`src/rtl/lcd_mux_seq.sv`:
```
module lcd_mux_seq #(
  parameter int SUB_DIV  = 32,
  parameter int MAIN_DIV = 8192
) (
  input  logic        clk,
  input  logic        rst_n,
  input  logic        sub_tick,
  input  logic        wr_en,
  input  logic [4:0]  wr_addr,
  input  logic [7:0]  wr_data,
  output logic [7:0]  com_lvl,
  output logic [63:0] seg_lvl,
  output logic [31:0] seg_en
);
  localparam int PMAX = (MAIN_DIV > SUB_DIV) ? MAIN_DIV : SUB_DIV;
  localparam int PW   = (PMAX > 1) ? $clog2(PMAX) : 1;
  localparam logic [PW-1:0] SUB_LIM  = PW'(SUB_DIV - 1);
  localparam logic [PW-1:0] MAIN_LIM = PW'(MAIN_DIV - 1);

  logic [7:0]    ram [16];
  logic [6:0]    mode;
  logic [5:0]    grp;
  logic [PW-1:0] pcnt;
  logic [2:0]    dcnt;
  logic [1:0]    cidx;
  logic          pol;
  logic [2:0]    dlim;

  wire       bias_half = mode[1];
  wire [1:0] duty      = mode[3:2];
  wire [1:0] div       = mode[5:4];
  wire       src_main  = mode[6];
  wire       on        = mode[0] && (duty != 2'd0);

  wire          src_tick = src_main ? 1'b1 : sub_tick;
  wire [PW-1:0] plim     = src_main ? MAIN_LIM : SUB_LIM;
  wire          lcdck    = on && src_tick && (pcnt >= plim);
  wire          scan     = lcdck && (dcnt >= dlim);

  always_comb begin
    case (div)
      2'd0:    dlim = 3'd0;
      2'd1:    dlim = 3'd1;
      2'd2:    dlim = 3'd3;
      default: dlim = 3'd7;
    endcase
  end

  always_ff @(posedge clk or negedge rst_n) begin
    if (!rst_n) begin
      for (int i = 0; i < 16; i++) ram[i] <= 8'd0;
      mode <= 7'd0;
      grp  <= 6'd0;
    end else if (wr_en) begin
      if (!wr_addr[4])          ram[wr_addr[3:0]] <= wr_data;
      else if (wr_addr == 5'd16) mode <= wr_data[6:0];
      else if (wr_addr == 5'd17) grp  <= wr_data[5:0];
    end
  end

  always_ff @(posedge clk or negedge rst_n) begin
    if (!rst_n) begin
      pcnt <= '0;
      dcnt <= 3'd0;
      cidx <= 2'd0;
      pol  <= 1'b0;
    end else if (!on) begin
      pcnt <= '0;
      dcnt <= 3'd0;
      cidx <= 2'd0;
      pol  <= 1'b0;
    end else begin
      if (src_tick) pcnt <= lcdck ? '0 : pcnt + PW'(1);
      if (lcdck)    dcnt <= scan ? 3'd0 : dcnt + 3'd1;
      if (scan) begin
        if (cidx >= duty) begin
          cidx <= 2'd0;
          pol  <= ~pol;
        end else begin
          cidx <= cidx + 2'd1;
        end
      end
    end
  end

  wire [1:0] sel_lvl   = pol ? 2'd0 : 2'd3;
  wire [1:0] unsel_lvl = bias_half ? 2'd1 : (pol ? 2'd2 : 2'd1);
  wire [1:0] lit_lvl   = pol ? 2'd3 : 2'd0;
  wire [1:0] dark_lvl  = bias_half ? 2'd1 : (pol ? 2'd1 : 2'd2);

  for (genvar c = 0; c < 4; c++) begin : g_com
    assign com_lvl[2*c +: 2] = (!on || (2'(c) > duty)) ? 2'd0 :
                               (cidx == 2'(c)) ? sel_lvl : unsel_lvl;
  end

  for (genvar s = 0; s < 32; s++) begin : g_seg
    localparam int G = (s < 12) ? -1 : (s < 16) ? 0 : (s < 18) ? 1 :
                       (s < 24) ? 2 : (s < 26) ? 3 : (s < 27) ? 4 : 5;
    if (G < 0) begin : g_fixed
      assign seg_en[s] = 1'b1;
    end else begin : g_shared
      assign seg_en[s] = grp[G];
    end
    wire [3:0] nib = ram[s/2][(s%2)*4 +: 4];
    wire       lit = nib[cidx];
    assign seg_lvl[2*s +: 2] = (!on || !seg_en[s]) ? 2'd0 :
                               lit ? lit_lvl : dark_lvl;
  end
endmodule

```
`config.mk`:
```
export PLATFORM = sky130hd
export DESIGN_NAME = lcd_mux_seq
export DESIGN_NICKNAME = d
export VERILOG_FILES = /design/src/rtl/lcd_mux_seq.sv
export SDC_FILE = /design/constraint.sdc
export NUM_CORES = 1
export LEC_CHECK = 0
export CORE_ASPECT_RATIO = 1.4
export CORE_MARGIN = 2
export CORE_UTILIZATION = 55
export CTS_CLUSTER_SIZE = 30
export DETAILED_ROUTE_END_ITERATION = 12
export DONT_BUFFER_PORTS = 1
export GPL_TIMING_DRIVEN = 0
export PLACE_DENSITY = 0.81
export RECOVER_POWER = 50
export SLEW_MARGIN = 10
export SYNTH_ARGS = -nofsm -noshare
export SYNTH_HDL_FRONTEND = slang
export SYNTH_SLANG_ARGS = --single-unit
```
`constraint.sdc`:
```
create_clock -name clk -period 2.1 [get_ports clk]
set_input_delay 0.42 -clock clk [delete_from_list [all_inputs] [get_ports clk]]
set_output_delay 0.42 -clock clk [all_outputs]
set_load 0.02 [all_outputs]
```
==> reports/qor.yml, run 1 <==
clock_power_share_pct: 24.9
seqPwrFrac_pct: 32.3
p_comb_share_pct: 42.7
antenna_found_initial: 2
dr.first_iter.drc_count: 1139
rows: 54
slew_violations: 11
syn-instance-count: 798
start_util_pct: 56.4
ys_ff_latch: 160
synth-edff-count: 0
cts_root_buf: "clkbuf_16"
whs_ns: -0.337
synth_seq_area_share_pct: 45.2
clock_latency_ns: 0.44
finalSetupViolCount: 89
fin_crit_ns: 2.74
dr.pass1.iters: 8
routed_wl_um: 34800
globalRoute.totalOverflow: 0
reg2reg_depth: 8
fin_nets: 915
hold_violations: 160
pre_cts_ws_ns: -0.689
max_slew_margin_pct: -0.817
setup_slack_ns: -0.645
hpwl_um: 16800
internal_power_mw: 7.70
grt_first_pass_wirelength_um: 45300
htree_levels: 4
grt_use_met1_pct: 38.7
routed_via_density: 7.20
drive_gt1_share_pct: 62.6
core_area_sq_mm: 0.0157
cts_tree: "yes"
switching_power_mw: 5.12
worstPathArrival_ns: 2.32
grt_max_degree: 161
required_ns: 1.68
ios: 121
status: "finished, violations left"
avgSynthCellArea_sq_um: 11.1
wl_per_cell_um: 31.9
fmax_mhz: 364
crit_path_end_kind: "output port"
peakVddDrop_mv: 0.685
grtUsageMet3_pct: 10.2
gp_congestion: 0.889
die_width_um: 111
violations: "hold timing, capacitance limit, slew limit, setup timing"
yosysWarnings: 0
die_area_sq_mm: 0.0171
final.setup_skew_ns: 0.0109
fin_area_sq_mm: 0.0119
clock_sinks: 160
fin_crit_sh_pct: 131
cts_made_buffers: 17
switching_share_pct: 40.0
rsz0062_at_grt: "true"
hold_path_class: "in2async"
portBuffers: 0
met2_usage_pct: 58.3
tightest_slew_ns: 1.50
syn-cell-area_sq_mm: 0.00885
num_vias: 7842
antenna_violating_nets_post_route: 0
path_clk_slew_ns: 0.07
criticalPathCategory: "reg2out"
die_h_um: 154
synthFlopType: "dfrtp_1"
areaGrowthSynthToFinish_pct: 34.0
grt_busiest_layer: "met2"
clockBufferDepth: 2
async_reset_ff_share_pct: 100
drc: 0
p_leak_nw: 4.90
gr-usage-all-layers_pct: 35.1
power_density_mw_per_mm2: 1080
cap_violations: 1
first_global_vias: 7751
ys_types: 50
place_area_sq_mm: 0.00928
startpoint_type: "register"
num-fill-cells: 844
crit_fanout: 7
## state kept, by name (all words and copies together) (netlist names)
register,flops
g_seg.nib,128
pcnt,13
mode,7
grp,6
dcnt,3
cidx,2
pol,1
## worst max-delay path, cell delays in order (launching register included)
cell and delay (ns):
dfrtp_1 0.40, buf_12 0.17, buf_12 0.14, mux4_2 0.58, nor3_2 0.17, a21oi_1 0.10, nor2_2 0.31
## metal layers
| metal | up-vias | routed length [um] |
|---|---|---|
| li1 | 2963 | - |
| met1 | 3877 | 10800 |
| met2 | 717 | 16600 |
| met3 | 285 | 3830 |
| met4 | 0 | 3520 |
| met5 | - | 0 |
## path summary, 6_finish.rpt
kind / from / end / slack, ns
max: cidx[0]$_DFFE_PN0P_ / seg_lvl[15] / -0.64
min: rst_n / pcnt[6]$_DFFE_PN0P_ / -0.34
max reg2reg: mode[6]$_DFFE_PN0P_ / cidx[1]$_DFFE_PN0P_ / -0.20
min reg2reg: g_seg[21].nib[2]$_DFFE_PN0P_ / g_seg[21].nib[2]$_DFFE_PN0P_ / 0.50
max in group asynchronous: rst_n / pol$_DFFE_PN0P_ / 2.04
min in group clk: wr_data[6] / g_seg[3].nib[2]$_DFFE_PN0P_ / 0.12
## kinds of logic (layout without fill, tap and decap cells)
logic type	Yosys count	after routing	synth area share, %
multiplexers	181	181	27.1
AND/OR/NAND/NOR	206	206	10.9
adder cells (fa/ha/maj)	19	19	2.69
buffers and inverters	117	200	6.22
AO/OA/AOI/OAI	114	114	7.81
flip-flops	160	160	45.2
other	1	13	0.0424
## power by group through the flow
stage	Combinational (mW)	Clock, mW	Sequential, mW
after global routing	5.62	3.30	4.19
after detailed placement	3.11	0	4.05
final	5.48	3.20	4.15
after CTS	4.24	3.13	4.02
after global placement	3.03	0	4.01
after floorplan	2.51	0	3.93
## final cells by class
cell class	count	area [sq um]	share of cell area, %
diodes	1	2.50	0.0211
clock inverters	15	163	1.37
multi-input cells	532	5700	48.1
well taps	196	245	2.07
flip-flops and latches	160	4010	33.8
clock buffers	17	425	3.59
plain buffers	72	556	4.69
inverters	42	210	1.77
repair buffers	54	537	4.53
## cell usage in the layout, fill, tap and decap left out, types with 4 or more instances in the layout
cell type and count:
buf_12 5, a21oi_4 27, clkbuf_1 12, inv_1 7, mux2_4 7, clkbuf_16 18, mux2i_1 4, inv_6 9
clkbuf_2 9, inv_8 4, nor2_4 52, nand3_1 7, dfrtp_1 155, buf_6 33, buf_4 50, conb_1 12
clkbuf_4 6, buf_2 5, ha_1 7, nor3_2 22, nand2_1 37, mux4_2 32, a21oi_1 21, mux2_2 138
nor2_2 17, inv_4 14, ha_4 10, nor3_4 13, o21ai_0 10, a21oi_2 24, inv_2 18, and3_1 5
nor3_1 4, nand2b_4 5, dfrtp_2 5, nor2_1 15, nand4_1 5, a22o_1 4, nor2b_1 8
## metrics by stage
step	TNS [ns]	util, %	instances	power (mW)
after floorplan	-0.166	-	809	6.44
after global placement	-31.00	59.2	1005	7.04
after detailed placement	-32.39	59.2	1005	7.16
after CTS	-30.99	70.6	1070	11.4
after global routing	-39.48	75.6	1088	13.1
final	-36.59	75.6	1089	12.8
## repair_timing
item / in CTS / in global routing
setup buffers: 34 / 22
endpoints found under the setup margin: 90 / 87
resized for setup: 240 / 167
cloned: 2 / 0
pin swaps: 59 / 93
hold endpoints to repair: 160 / 160
## cell usage after synthesis, types with 2 or more instances
cell       count  share of area [%]
dfrtp_1      160                 45
mux2_2       144                 18
nor2_1        82                3.5
a21oi_1       72                4.1
inv_1         41                1.7
nand2_1       40                1.7
clkbuf_1      36                1.5
nor3_1        33                1.9
mux4_2        32                8.1
buf_4         27                2.3
ha_1          19                2.7
o21ai_0       12               0.68
nand3_1        9               0.51
buf_2          8               0.45
nor2b_1        8               0.57
nand2b_1       7               0.49
nor3_2         6               0.68
and3_1         5               0.35
nand4_1        5               0.35
a22o_1         4               0.40
buf_1          4               0.17
mux2i_1        4               0.45
o211ai_1       3               0.25
o31ai_1        3               0.25
or3_1          3               0.21
a211oi_1       2               0.17
a31o_2         2               0.20
a31oi_1        2               0.14
nor2_2         2               0.14
o21a_1         2               0.17
o2bb2ai_1      2               0.20
Note: power is estimated with default switching activity, not from simulation.
==> inputs of run 2 (changes only) <==
- ABC_AREA: not set -> 1
- CORE_MARGIN: 2 -> not set
==> run 2 against run 1 <==
Net effect: the run ends with hold timing, setup timing left; via count grew 3.8%; sequential share of layout area up 4.3 points; synthesized area is 6.7% lower; register-to-register slack improved by 0.32 ns; clock-buffer cell count grew 5; critical path type unchanged; largest power group is now registers.
==> reports/qor.yml, run 2 <==
status: "finished, violations left"
violations: "hold timing, setup timing"
die_width_um: 106
gp_congestion: 0.908
htree_levels: 4
antenna_violating_nets_post_route: 0
synth_most_common_cell: "nand2_1"
hpwl_um: 15900
fin_crit_ns: 2.43
areaGrowthSynthToFinish_pct: 27.3
fin_nets: 1178
final.setup_skew_ns: 0.00646
cts_tree: "yes"
hold_path_class: "in2async"
synth.top_cell.area_share_pct: 48.5
startpoint_type: "register"
largest_reg_flops: 128
num_vias: 8138
seq_area_sq_mm: 0.00401
num-fill-cells: 1034
rsz0062_at_grt: "true"
final_common_cell: "nand2_1"
utilization_pct: 72.1
ys_types: 28
syn-instance-count: 1094
drc: 0
dr.pass1.iters: 5
routed_via_density: 6.06
die_h_um: 147
portBuffers: 0
die_area_sq_mm: 0.0155
clockBufferDepth: 2
yosys-top-cells-count: "nand2_1 (280), nor2_1 (198), o21ai_0 (180)"
finalSetupViolCount: 71
antenna_found_initial: 0
tightest_slew_ns: 0.783
synth-edff-count: 0
ios: 121
antenna_cells: 0
clock_sinks: 160
whs_ns: -0.321
crit_fanout: 10
crit_path_end_kind: "output port"
start_util_pct: 56.7
multi_input_area_sq_mm: 0.00469
pre_cts_ws_ns: -0.833
setup_slack_ns: -0.327
async_reset_ff_share_pct: 100
cts_made_buffers: 17
max_slew_margin_pct: 47.8
avgSynthCellArea_sq_um: 7.55
power_density_mw_per_mm2: 941
final_cell_mix: "nand2_1 (247), dfrtp_1 (157), o21ai_0 (142), nor2_1 (101), nor2_4 (75)"
fmax_mhz: 412
ys_ff_latch: 160
yosysWarnings: 0
cts_root_buf: "clkbuf_16"
rows: 52
grt_max_degree: 161
wl_per_cell_um: 20.1
peakVddDrop_mv: 0.635
ys_top_cells_by_area: "dfrtp_1 (48%), nand2_1 (13%), o21ai_0 (11%)"
globalRoute.totalOverflow: 0
path_clk_slew_ns: 0.07
dr.first_iter.drc_count: 875
cap_violations: 0
first_global_vias: 7863
core_area_sq_mm: 0.0146
routed_wl_um: 27000
drive_gt1_share_pct: 27.1
fin_crit_sh_pct: 116
required_ns: 1.68
synth_seq_area_share_pct: 48.5
synth_area_leader_cell: "dfrtp_1"
syn-cell-area_sq_mm: 0.00826
p_leak_nw: 4.71
synthFlopType: "dfrtp_1"
criticalPathCategory: "reg2out"
gr-usage-all-layers_pct: 34.3
power.total_mw: 9.89
slew_violations: 0
worstPathArrival_ns: 2.01
grt_first_pass_wirelength_um: 40400
clock_latency_ns: 0.43
hold_violations: 160
## run 2: changes by cell type after synthesis, moves of 12 or more
cell / change
mux2_2: -144
mux4_2: -32
nor3_1: -27
a21oi_1: -63
o22ai_1: +31
inv_1: +12
o21ai_0: +168
nor2_1: +116
nand2_1: +240
o21ai_1: +35
## run 2: layout make-up
class                           count  area share (%)
Tap cell                          189            2.25
Multi-Input combinational cell    804            44.6
Clock inverter                     10            1.21
Clock buffer                       22            4.51
Buffer                             83            5.38
Timing Repair Buffer               18            1.71
Inverter                           58            2.23
Sequential cell                   160            38.1
## run 2: cell families after synthesis
logic type	after synthesis	synth area share [%]
other	1	0.0454
DFF	160	48.5
xor gates and xnor gates	5	0.530
adders and majority gates	19	2.88
AOI/OAI and AO/OA	259	16.3
and+or+nand+nor	509	24.0
buffers and inverters	141	7.76
## run 2: what timing repair did
action | CTS | global route
hold endpoints to repair | 160 | 160
gates resized for setup | 266 | 124
buffers inserted | 9 | 8
gates cloned | 0 | 2
endpoints found under the setup margin | 75 | 80
pin swaps | 42 | 44
## run 2: through the flow
stage	cells	TNS (ns)	hold WS, ns	instance area [sq um]
4_1_cts	1335	-18.16	-0.321	10000
5_1_grt	1344	-22.36	-0.336	10500
3_5_place_dp	1294	-29.85	0.129	8540
3_3_place_gp	1294	-25.66	0.130	8540
2_1_floorplan	1105	0	0.124	8300
6_report	1344	-18.78	-0.321	10500
## run 2: where the power goes
group | leakage (nW) | internal, mW | total, mW | switching [mW]
Clock | 0.288 | 1.86 | 3.21 | 1.35
Sequential | 2.09 | 3.60 | 4.01 | 0.409
Combinational | 2.34 | 0.862 | 2.67 | 1.80
## run 2: worst max-delay path, stage by stage (launching register included)
cell and delay [ns]:
dfrtp_2 0.44, buf_6 0.16, inv_6 0.05, buf_12 0.14, buf_12 0.15, nor2_1 0.14
o22ai_2 0.11, nand2_1 0.08, nand2_2 0.10, nor2_4 0.20
## run 2: worst paths after layout
kind | startpoint | to | slack (ns) | cells past startpoint
max | cidx[0]$_DFFE_PN0P_ | seg_lvl[17] | -0.33 | 9
min | rst_n | g_seg[15].nib[3]$_DFFE_PN0P_ | -0.32 | 0
max reg2reg | mode[6]$_DFFE_PN0P_ | dcnt[0]$_DFFE_PN0P_ | 0.12 | 12
min reg2reg | g_seg[5].nib[1]$_DFFE_PN0P_ | g_seg[5].nib[1]$_DFFE_PN0P_ | 0.49 | 2
max in group asynchronous | rst_n | g_seg[11].nib[0]$_DFFE_PN0P_ | 2.11 | 0
min in group clk | sub_tick | pcnt[1]$_DFFE_PN0P_ | 0.35 | 4
## run 2: layer usage
metal	track usage, %	vias up	share of wire, %	wire, um
met4	17.0	0	3.8	1030
met1	41.7	3927	36	9710
met5	0	-	0	0
met3	6.17	99	9.4	2530
met2	58.5	495	51	13700
li1	-	3617	-	-
==> inputs of run 3 (changes only) <==
- CTS_BUF_LIST: not set -> sky130_fd_sc_hd__clkbuf_4
==> run 3 against run 2 <==
Net effect: the run still ends with hold timing, setup timing left; sequential share of layout area up 0.36 points; sequential power about the same; sequential cell count unchanged; global-route usage down 0.38 points; highest routed layer unchanged.
==> reports/qor.yml, run 3 (synthesized netlist as in run 2, its figures left out) <==
status: "finished, violations left"
violations: "hold timing, setup timing"
hpwl_um: 15900
clockBufferDepth: 2
gr-usage-all-layers_pct: 33.9
die_h_um: 147
startpoint_type: "register"
criticalPathCategory: "reg2out"
cap_violations: 0
grt_first_pass_wirelength_um: 40200
cts_made_buffers: 17
final.setup_skew_ns: 0.00977
peakVddDrop_mv: 0.508
rsz0062_at_grt: "true"
antenna_found_initial: 1
largest_reg_flops: 128
dr.first_iter.drc_count: 731
seq_area_sq_mm: 0.00401
crit_path_end_kind: "output port"
first_global_vias: 7820
fmax_mhz: 386
start_util_pct: 56.7
final.setup.tns_ns: -30.48
p_leak_nw: 4.62
crit_fanout: 10
finalSetupViolCount: 72
cts_root_buf: "clkbuf_4"
num_vias: 8117
hold_violations: 160
core_area_sq_mm: 0.0146
path_clk_slew_ns: 0.14
worstPathArrival_ns: 2.17
num-fill-cells: 1076
htree_levels: 4
power_density_mw_per_mm2: 831
drc: 0
portBuffers: 0
ios: 121
die_width_um: 106
rows: 52
gp_congestion: 0.908
globalRoute.totalOverflow: 0
routed_via_density: 6.01
whs_ns: -0.487
areaGrowthSynthToFinish_pct: 26.1
dr.pass1.iters: 5
die_area_sq_mm: 0.0155
multi_input_area_sq_mm: 0.00482
clock_latency_ns: 0.57
fin_crit_ns: 2.59
setup_slack_ns: -0.490
wl_per_cell_um: 19.6
final_cell_mix: "nand2_1 (247), dfrtp_1 (157), o21ai_0 (136), nor2_1 (90), nor2_4 (82)"
antenna_violating_nets_post_route: 0
max_slew_margin_pct: 47.9
cts_tree: "yes"
hold_path_class: "in2async"
tightest_slew_ns: 0.781
grt_max_degree: 161
clock_sinks: 160
required_ns: 1.68
fin_nets: 1183
utilization_pct: 71.5
fin_crit_sh_pct: 123
drive_gt1_share_pct: 28.6
final_common_cell: "nand2_1"
routed_wl_um: 26500
slew_violations: 0
[run 3: area by class of cell]
| type | instances | area share (%) |
|---|---|---|
| Buffer | 83 | 5.55 |
| Inverter | 58 | 2.34 |
| Multi-Input combinational cell | 804 | 46.3 |
| Clock inverter | 13 | 1.33 |
| Antenna cell | 1 | 0.0240 |
| Sequential cell | 160 | 38.5 |
| Tap cell | 189 | 2.27 |
| Timing Repair Buffer | 23 | 2.38 |
| Clock buffer | 19 | 1.37 |
[run 3: worst max-delay path: stages (launching register included)]
cell      delay, ns
dfrtp_2        0.48
buf_6          0.17
inv_8          0.07
clkbuf_4       0.24
nor2_1         0.07
o22ai_1        0.24
nand2_1        0.09
nand2_1        0.14
nor2_2         0.10
[run 3: through the flow]
| step | area, sq um | total power [mW] | hold slack, ns | instances | setup WS, ns |
|---|---|---|---|---|---|
| after floorplan | 8300 | 5.34 | 0.124 | 1105 | 0.0615 |
| after global placement | 8540 | 5.79 | 0.130 | 1294 | -0.759 |
| after detailed placement | 8540 | 5.87 | 0.129 | 1294 | -0.833 |
| after CTS | 9900 | 8.29 | -0.493 | 1338 | -0.451 |
| after global routing | 10400 | 9.04 | -0.528 | 1350 | -0.555 |
| final | 10400 | 8.65 | -0.487 | 1350 | -0.490 |
[run 3: worst paths after layout]
path | start | to | slack (ns) | cells past startpoint
hold / removal | rst_n | g_seg[15].nib[3]$_DFFE_PN0P_ | -0.49 | 0
hold reg to reg | g_seg[20].nib[2]$_DFFE_PN0P_ | g_seg[20].nib[2]$_DFFE_PN0P_ | 0.50 | 2
setup reg to reg | cidx[0]$_DFFE_PN0P_ | cidx[1]$_DFFE_PN0P_ | 0.04 | 11
min in group clk | wr_addr[0] | grp[0]$_DFFE_PN0P_ | 0.18 | 3
setup / recovery | cidx[0]$_DFFE_PN0P_ | seg_lvl[6] | -0.49 | 8
max in group asynchronous | rst_n | pcnt[11]$_DFFE_PN0P_ | 2.35 | 0
[run 3: metal layers]
layer	GRT usage (%)	vias up	wire length, um
met5	0	-	0
met4	17.3	0	1210
met3	6.97	97	2510
met2	57.2	478	13200
met1	41.1	3914	9630
li1	-	3628	-
[run 3: timing repair]
action | in CTS | in global routing
buffers inserted | 11 | 9
endpoints found under the setup margin | 75 | 85
gates cloned | 1 | 3
pin swaps | 47 | 51
resized for setup | 305 | 127
endpoints found under the hold margin | 160 | 160
[run 3: where the power goes]
part	leakage, nW	internal [mW]	switching (mW)
Clock	0.146	0.734	1.18
Combinational	2.38	0.909	1.82
Sequential	2.09	3.59	0.416
